`src/rtl/fcc_pkg.sv`:
```
package fcc_pkg;
    localparam int DW = 16;
    localparam int SEL_W = 3;

    localparam logic [SEL_W-1:0] SEL_CMD  = 3'd0;
    localparam logic [SEL_W-1:0] SEL_CFG1 = 3'd1;
    localparam logic [SEL_W-1:0] SEL_CFG2 = 3'd2;
    localparam logic [SEL_W-1:0] SEL_STAT = 3'd3;
    localparam logic [SEL_W-1:0] SEL_INT  = 3'd4;
    localparam logic [SEL_W-1:0] SEL_SBUF = 3'd5;

    localparam int IB_MASTER = 15;
    localparam int IB_ERASE  = 5;
    localparam int IB_PROG   = 6;
    localparam int IB_LOAD   = 7;
    localparam int EB_CMD    = 10;
    localparam int EB_ERASE  = 11;
    localparam int EB_PROG   = 12;
    localparam int EB_LOAD   = 13;

    localparam logic [DW-1:0] CFG1_INIT = 16'h40C0;
    localparam logic [DW-1:0] INT_COLD  = 16'h8080;
    localparam logic [DW-1:0] INT_WARM  = 16'h8010;
    localparam int CFG1_LO = 5;

    typedef enum logic [2:0] {
        CL_NOP, CL_ARRAY, CL_RESUME, CL_IMM, CL_RESET, CL_BAD
    } cmd_class_e;

    typedef enum logic [1:0] {K_LOAD, K_PROG, K_ERASE} op_kind_e;

    typedef struct packed {
        logic [DW-1:0]      cmd;
        logic [DW-1:CFG1_LO] cfg1;
        logic [DW-1:0]      cfg2;
        logic [DW-1:0]      stat;
        logic [DW-1:0]      intr;
        logic [3:0]         bufa;
        logic [1:0]         cnt;
        logic               pend;
        op_kind_e           kind;
        logic               start;
        logic [7:0]         opc;
    } core_st_t;

    function automatic core_st_t warm_state();
        core_st_t s;
        s = '0;
        s.cfg1 = CFG1_INIT[DW-1:CFG1_LO];
        s.intr = INT_WARM;
        s.cnt  = 2'd1;
        s.kind = K_LOAD;
        return s;
    endfunction
endpackage

```
`src/rtl/fcc_cmd_decode.sv`:
```
module fcc_cmd_decode
    import fcc_pkg::*;
(
    input  logic [DW-1:0] code,
    output cmd_class_e    cls,
    output op_kind_e      kind
);
    always_comb begin
        cls  = CL_BAD;
        kind = K_LOAD;
        if (code[DW-1:8] == '0) begin
            unique case (code[7:0])
                8'h00, 8'h13:        begin cls = CL_ARRAY; kind = K_LOAD;  end
                8'h80, 8'h1A, 8'h1B: begin cls = CL_ARRAY; kind = K_PROG;  end
                8'h94, 8'h95:        begin cls = CL_ARRAY; kind = K_ERASE; end
                8'h30:               cls = CL_RESUME;
                8'h23, 8'h27, 8'h2A, 8'h2C, 8'h71, 8'h65: cls = CL_IMM;
                8'hB0:               cls = CL_NOP;
                8'hF0, 8'hF3:        cls = CL_RESET;
                default:             cls = CL_BAD;
            endcase
        end
    end
endmodule

```
`src/rtl/fcc_pins.sv`:
```
module fcc_pins (
    input  logic clk,
    input  logic rst_n,
    input  logic int_master,
    input  logic pol_high,
    input  logic rdy_cfg,
    input  logic op_busy,
    output logic irq,
    output logic ready
);
    always_comb begin
        irq   = int_master ^ ~pol_high;
        ready = rdy_cfg & ~op_busy;
    end

    a_r4_busy_not_ready: assert property (@(posedge clk) disable iff (!rst_n)
        op_busy |-> !ready);
endmodule

```
`src/rtl/flash_cmd_core.sv`:
```
module flash_cmd_core
    import fcc_pkg::*;
(
    input  logic             clk,
    input  logic             rst_n,
    input  logic             warm_rst,
    input  logic [SEL_W-1:0] reg_sel,
    input  logic             wr_en,
    input  logic [DW-1:0]    wr_data,
    output logic [DW-1:0]    rd_data,
    input  logic             op_busy,
    input  logic             op_done,
    input  logic             op_fail,
    output logic             op_start,
    output logic [7:0]       op_code,
    output logic             irq,
    output logic             ready,
    output logic [3:0]       buf_addr,
    output logic [2:0]       sec_count
);
    core_st_t   st_d, st_q;
    cmd_class_e dec_cls;
    op_kind_e   dec_kind;
    logic       cmd_ok;

    fcc_cmd_decode u_dec (
        .code (wr_data),
        .cls  (dec_cls),
        .kind (dec_kind)
    );

    assign cmd_ok = wr_en && (reg_sel == SEL_CMD) && !st_q.intr[IB_MASTER] && !st_q.pend;

    always_comb begin
        st_d       = st_q;
        st_d.start = 1'b0;

        if (wr_en) begin
            unique case (reg_sel)
                SEL_CMD: if (cmd_ok) begin
                    st_d.cmd = wr_data;
                    unique case (dec_cls)
                        CL_ARRAY: begin
                            st_d.pend  = 1'b1;
                            st_d.kind  = dec_kind;
                            st_d.start = 1'b1;
                            st_d.opc   = wr_data[7:0];
                        end
                        CL_RESUME: begin
                            st_d.intr[IB_MASTER] = 1'b1;
                            st_d.intr[IB_ERASE]  = 1'b1;
                        end
                        CL_IMM:   st_d.intr[IB_MASTER] = 1'b1;
                        CL_RESET: st_d = warm_state();
                        CL_BAD: begin
                            st_d.stat[EB_CMD]    = 1'b1;
                            st_d.intr[IB_MASTER] = 1'b1;
                        end
                        default: ;
                    endcase
                end
                SEL_CFG1: st_d.cfg1 = wr_data[DW-1:CFG1_LO];
                SEL_CFG2: st_d.cfg2 = wr_data;
                SEL_INT: begin
                    st_d.intr = st_q.intr & wr_data;
                    if (!st_d.intr[IB_MASTER])
                        st_d.stat[EB_LOAD:EB_CMD] = '0;
                end
                SEL_SBUF: begin
                    st_d.bufa = wr_data[11:8];
                    st_d.cnt  = wr_data[1:0];
                end
                default: ;
            endcase
        end

        // completion is merged after the host AND so its bits survive
        if (st_q.pend && op_done) begin
            st_d.pend            = 1'b0;
            st_d.intr[IB_MASTER] = 1'b1;
            unique case (st_q.kind)
                K_LOAD:  st_d.intr[IB_LOAD]  = 1'b1;
                K_PROG:  st_d.intr[IB_PROG]  = 1'b1;
                default: st_d.intr[IB_ERASE] = 1'b1;
            endcase
            if (op_fail) begin
                st_d.stat[EB_CMD] = 1'b1;
                unique case (st_q.kind)
                    K_LOAD:  st_d.stat[EB_LOAD]  = 1'b1;
                    K_PROG:  st_d.stat[EB_PROG]  = 1'b1;
                    default: st_d.stat[EB_ERASE] = 1'b1;
                endcase
            end
        end

        if (warm_rst) st_d = warm_state();
    end

    always_ff @(posedge clk) begin
        if (!rst_n) begin
            st_q      <= warm_state();
            st_q.intr <= INT_COLD;
        end else begin
            st_q <= st_d;
        end
    end

    always_comb begin
        unique case (reg_sel)
            SEL_CMD:  rd_data = st_q.cmd;
            SEL_CFG1: rd_data = {st_q.cfg1, {CFG1_LO{1'b0}}};
            SEL_CFG2: rd_data = st_q.cfg2;
            SEL_STAT: rd_data = st_q.stat;
            SEL_INT:  rd_data = st_q.intr;
            SEL_SBUF: rd_data = {4'h0, st_q.bufa, 6'h00, st_q.cnt};
            default:  rd_data = '0;
        endcase
    end

    assign op_start  = st_q.start;
    assign op_code   = st_q.opc;
    assign buf_addr  = st_q.bufa;
    assign sec_count = (st_q.cnt == 2'd0) ? 3'd4 : {1'b0, st_q.cnt};

    fcc_pins u_pins (
        .clk        (clk),
        .rst_n      (rst_n),
        .int_master (st_q.intr[IB_MASTER]),
        .pol_high   (st_q.cfg1[6]),
        .rdy_cfg    (st_q.cfg1[7]),
        .op_busy    (op_busy),
        .irq        (irq),
        .ready      (ready)
    );

    a_r7_cmd_blocked: assert property (@(posedge clk) disable iff (!rst_n)
        (wr_en && reg_sel == SEL_CMD && (st_q.intr[IB_MASTER] || st_q.pend) && !warm_rst)
        |=> ($stable(st_q.cmd) && !op_start));

    a_r8_err_wipe: assert property (@(posedge clk) disable iff (!rst_n)
        (wr_en && reg_sel == SEL_INT && !wr_data[IB_MASTER] && !(op_done && st_q.pend) && !warm_rst)
        |=> (st_q.stat[EB_LOAD:EB_CMD] == 4'h0));

    a_r9_single_start: assert property (@(posedge clk) disable iff (!rst_n)
        op_start |=> !op_start);

    a_r10_done_flags: assert property (@(posedge clk) disable iff (!rst_n)
        (op_done && st_q.pend && !warm_rst) |=> (st_q.intr[IB_MASTER] && !st_q.pend));

    a_r2_warm_value: assert property (@(posedge clk) disable iff (!rst_n)
        warm_rst |=> (st_q.intr == INT_WARM));
endmodule

```
`config.mk`:
```
export PLATFORM = sky130hd
export DESIGN_NAME = flash_cmd_core
export DESIGN_NICKNAME = d
export VERILOG_FILES = /design/src/rtl/fcc_pkg.sv /design/src/rtl/fcc_cmd_decode.sv /design/src/rtl/fcc_pins.sv /design/src/rtl/flash_cmd_core.sv
export SDC_FILE = /design/constraint.sdc
export NUM_CORES = 1
export LEC_CHECK = 0
export CORE_UTILIZATION = 45
export DETAILED_ROUTE_END_ITERATION = 7
export GPL_TIMING_DRIVEN = 0
export HOLD_SLACK_MARGIN = 0.1
export PLACE_DENSITY = 0.68
export SLEW_MARGIN = 20
export SYNTH_ARGS = -nofsm -noshare
export SYNTH_HDL_FRONTEND = slang
export SYNTH_SLANG_ARGS = --single-unit
```
`constraint.sdc`:
```
create_clock -name clk -period 2.7 [get_ports clk]
set_clock_uncertainty 0.2 [all_clocks]
set_input_delay 0.54 -clock clk [delete_from_list [all_inputs] [get_ports clk]]
set_output_delay 0.54 -clock clk [all_outputs]
set_load 0.02 [all_outputs]
```
==> impl_metrics.yaml <==
outcome:
  status: "finished, final reports clean"
clocking:
  clkSlewWorstSetupHoldPaths_ps: 80
  cts_root_buf: "clkbuf_8"
  cts_made_buffers: 9
  clk_path_buf_depth: 2
  cts_tree: "built"
  clkSinkCount: 81
  clock_latency_ps: 370
  htreeDepth: 3
timing:
  min_period_ps: 2650
  tightest_slew_ps: 713
  finalSetupViolCount: 0
  fin_hold_ws_ps: 234
  fin_ws_ps: 51.0
  grt_setup_unrepaired: "false"
  max-slew-margin-rel_pct: 52.5
  finalMaxSlewViolations: 0
  max_freq_mhz: 378
  hold_viol: 0
  fin_crit_sh_pct: 98.1
placement:
  post-place-cells: 715
  numPortBuffers: 57
  placed_area_um2: 4880
  place.gp.congestion: 0.919
  dp_hpwl_um: 9810
  dp_slack_ps: -1180
yosys:
  synth-compound-area-share_pct: 18.2
  synth-edff-count: 0
  synthesis.area_um2: 4180
  synth_warnings: 0
  synth_simple_gate_area_share_pct: 28.6
  async_reset_ff_share_pct: 0
  synth-seq-cells: 81
  synth_top_area_share_pct: 38.8
  syn-num-nets: 576
  ys.flop_type: "dfxtp_1"
  synth_top_family_by_area: "simple AND/OR/NAND/NOR gates"
  synth_xor_area_share_pct: 0.839
  synth.most_common_cell: "nand2_1"
  yosysTopAreaCell: "dfxtp_1"
  avgSynthCellArea_um2: 7.59
  syn_inst: 550
  netlist_top_cells_count: "102 x nand2_1, 83 x a21oi_1, 81 x dfxtp_1"
  synth_mux_area_share_pct: 5.48
  yosysSeqAreaShare_pct: 38.8
  synth_area_leaders: "dfxtp_1 39%, a21oi_1 9.9%, nand2_1 9.2%"
  synth_cell_type_count: 55
  synth_fa_ha_area_share_pct: 0
setup_path:
  path_cells: "clkdlybuf4s15_1 -> buf_6 -> buf_8 -> mux4_2 -> inv_1 -> o21ai_0 -> dlygate4sd2_1"
  cp_max_fo: 10
  timing.rr.start: "st_q[33]"
  end_kind: "primary output"
  criticalPathCategory: "primary input to primary output"
  reg2reg_depth: 7
  required_ps: 1960
  critPathSlowestCell: "dlygate4sd2_1"
  rrSetupSlack_ps: 440
  reg2reg_to: "op_code[0]"
  cp.arrival_ps: 1910
  slowest_delay_ps: 330
  cp-start-kind: "primary input"
hold_path:
  min_to: "st_q[28]"
  hp-class: "flip-flop to flip-flop"
  holdPathStages: 2
  min_from: "st_q[28]"
die:
  initial_core_util_pct: 47.2
  rows: 34
  die_width_um: 98.3
  core_um2: 8850
  die-area_um2: 9670
  ioPinCount: 60
  die_h_um: 98.3
final_layout:
  fin_nets: 647
  area_growth_pct: 24.4
  fillers: 838
  fin_cells: 734
  fin_area_um2: 5190
  fin_util_pct: 58.7
  drive_gt1_share_pct: 15.7
  n_antenna_cell: 0
grt:
  grt_pass1_vias: 4004
  grt-ovfl-total: 0
  grtUsageTotal_pct: 28.9
  grt_pass1_wl_um: 21400
  grt_max_degree: 14
  grt_antenna_before_repair: 0
route:
  vias_per_cell: 6.00
  num_vias: 4401
  totalWireLength_um: 13800
  drc: 0
  firstDrtPassIters: 7
  drtIter0Drc: 431
  wl_per_cell_um: 18.9
  detail-route-antenna-nets: 0
power:
  power_leakage_nw: 1.86
  irDropWorstVdd_mv: 0.285
  power_density_nw_per_um2: 469
job:
  drv_cap: 0
layout make-up:
type	instances	area [um^2]	area share [%]
clock buffer	12	155	2.99
buffer	60	373	7.18
tap	108	135	2.60
sequential	81	1620	31.2
inverter	5	20.0	0.385
clock inverter	4	51.3	0.988
multi-input combinational	403	2270	43.7
timing repair buffer	61	571	11.0
power breakdown:
part	switching, mW	internal [mW]	total, mW	leakage (nW)
clock	0.473	0.479	0.952	0.103
sequential	0.00424	1.20	1.20	0.653
combinational	0.176	0.104	0.280	1.10
cell families after synthesis:
| group | after synthesis |
|---|---|
| compound gates | 134 |
| buf+inv | 66 |
| flops | 81 |
| xor+xnor | 4 |
| mux | 20 |
| simple gates | 245 |
cells in the final DEF (no fill, tap or decap), types with 12 or more instances in the layout:
| master | netlist | final |
|---|---|---|
| clkbuf_8 | 0 | 12 |
| nor2_1 | 41 | 38 |
| buf_2 | 24 | 27 |
| nand2_1 | 102 | 102 |
| a21oi_1 | 83 | 82 |
| dfxtp_1 | 81 | 81 |
| clkdlybuf4s50_1 | 0 | 38 |
| nand3_1 | 46 | 46 |
| buf_4 | 13 | 16 |
| mux2i_1 | 15 | 15 |
| clkbuf_1 | 22 | 17 |
state kept, by name, summed over array words and instances (netlist names):
name and cells:
op_code 8, op_start 1, st_q 68, buf_addr 4
stage by stage:
step | setup TNS [ps] | power [mW]
global route | 0 | 2.49
floorplan | 0 | 1.37
finish | 0 | 2.44
global placement | -27320 | 1.49
detailed placement | -28560 | 1.49
CTS | 0 | 2.41
critical path, delay by kind of cell:
| family | cells | cell delay, ps |
|---|---|---|
| buffers and inverters | 5 | 990 |
| AOI/OAI and AO/OA | 1 | 70 |
| muxes | 1 | 290 |
timing repair:
item                       in CTS  in global routing
setup endpoints to repair      16                 22
pin swaps                       1                  2
buffers inserted                3                  0
cloned                          1                  0
resized for setup              93                 11
hold buffers                    0                  0
how the worst max path moves through the flow:
stage	from	to	depth (start not counted)
5_1_grt	reg_sel[0]	rd_data[11]	7
2_1_floorplan	reg_sel[0]	rd_data[5]	5
3_5_place_dp	reg_sel[2]	rd_data[15]	7
4_1_cts	reg_sel[2]	rd_data[15]	7
6_report	reg_sel[2]	rd_data[8]	7
3_3_place_gp	reg_sel[2]	rd_data[15]	7
routing by layer:
| metal | track usage [%] | wire (um) | vias to the layer above |
|---|---|---|---|
| met3 | 7.02 | 1230 | 34 |
| li1 | - | - | 2050 |
| met5 | 0 | 0 | - |
| met4 | 11.0 | 363 | 0 |
| met2 | 45.4 | 6310 | 204 |
| met1 | 38.4 | 5940 | 2113 |
Power figures use the tool's default switching activity.
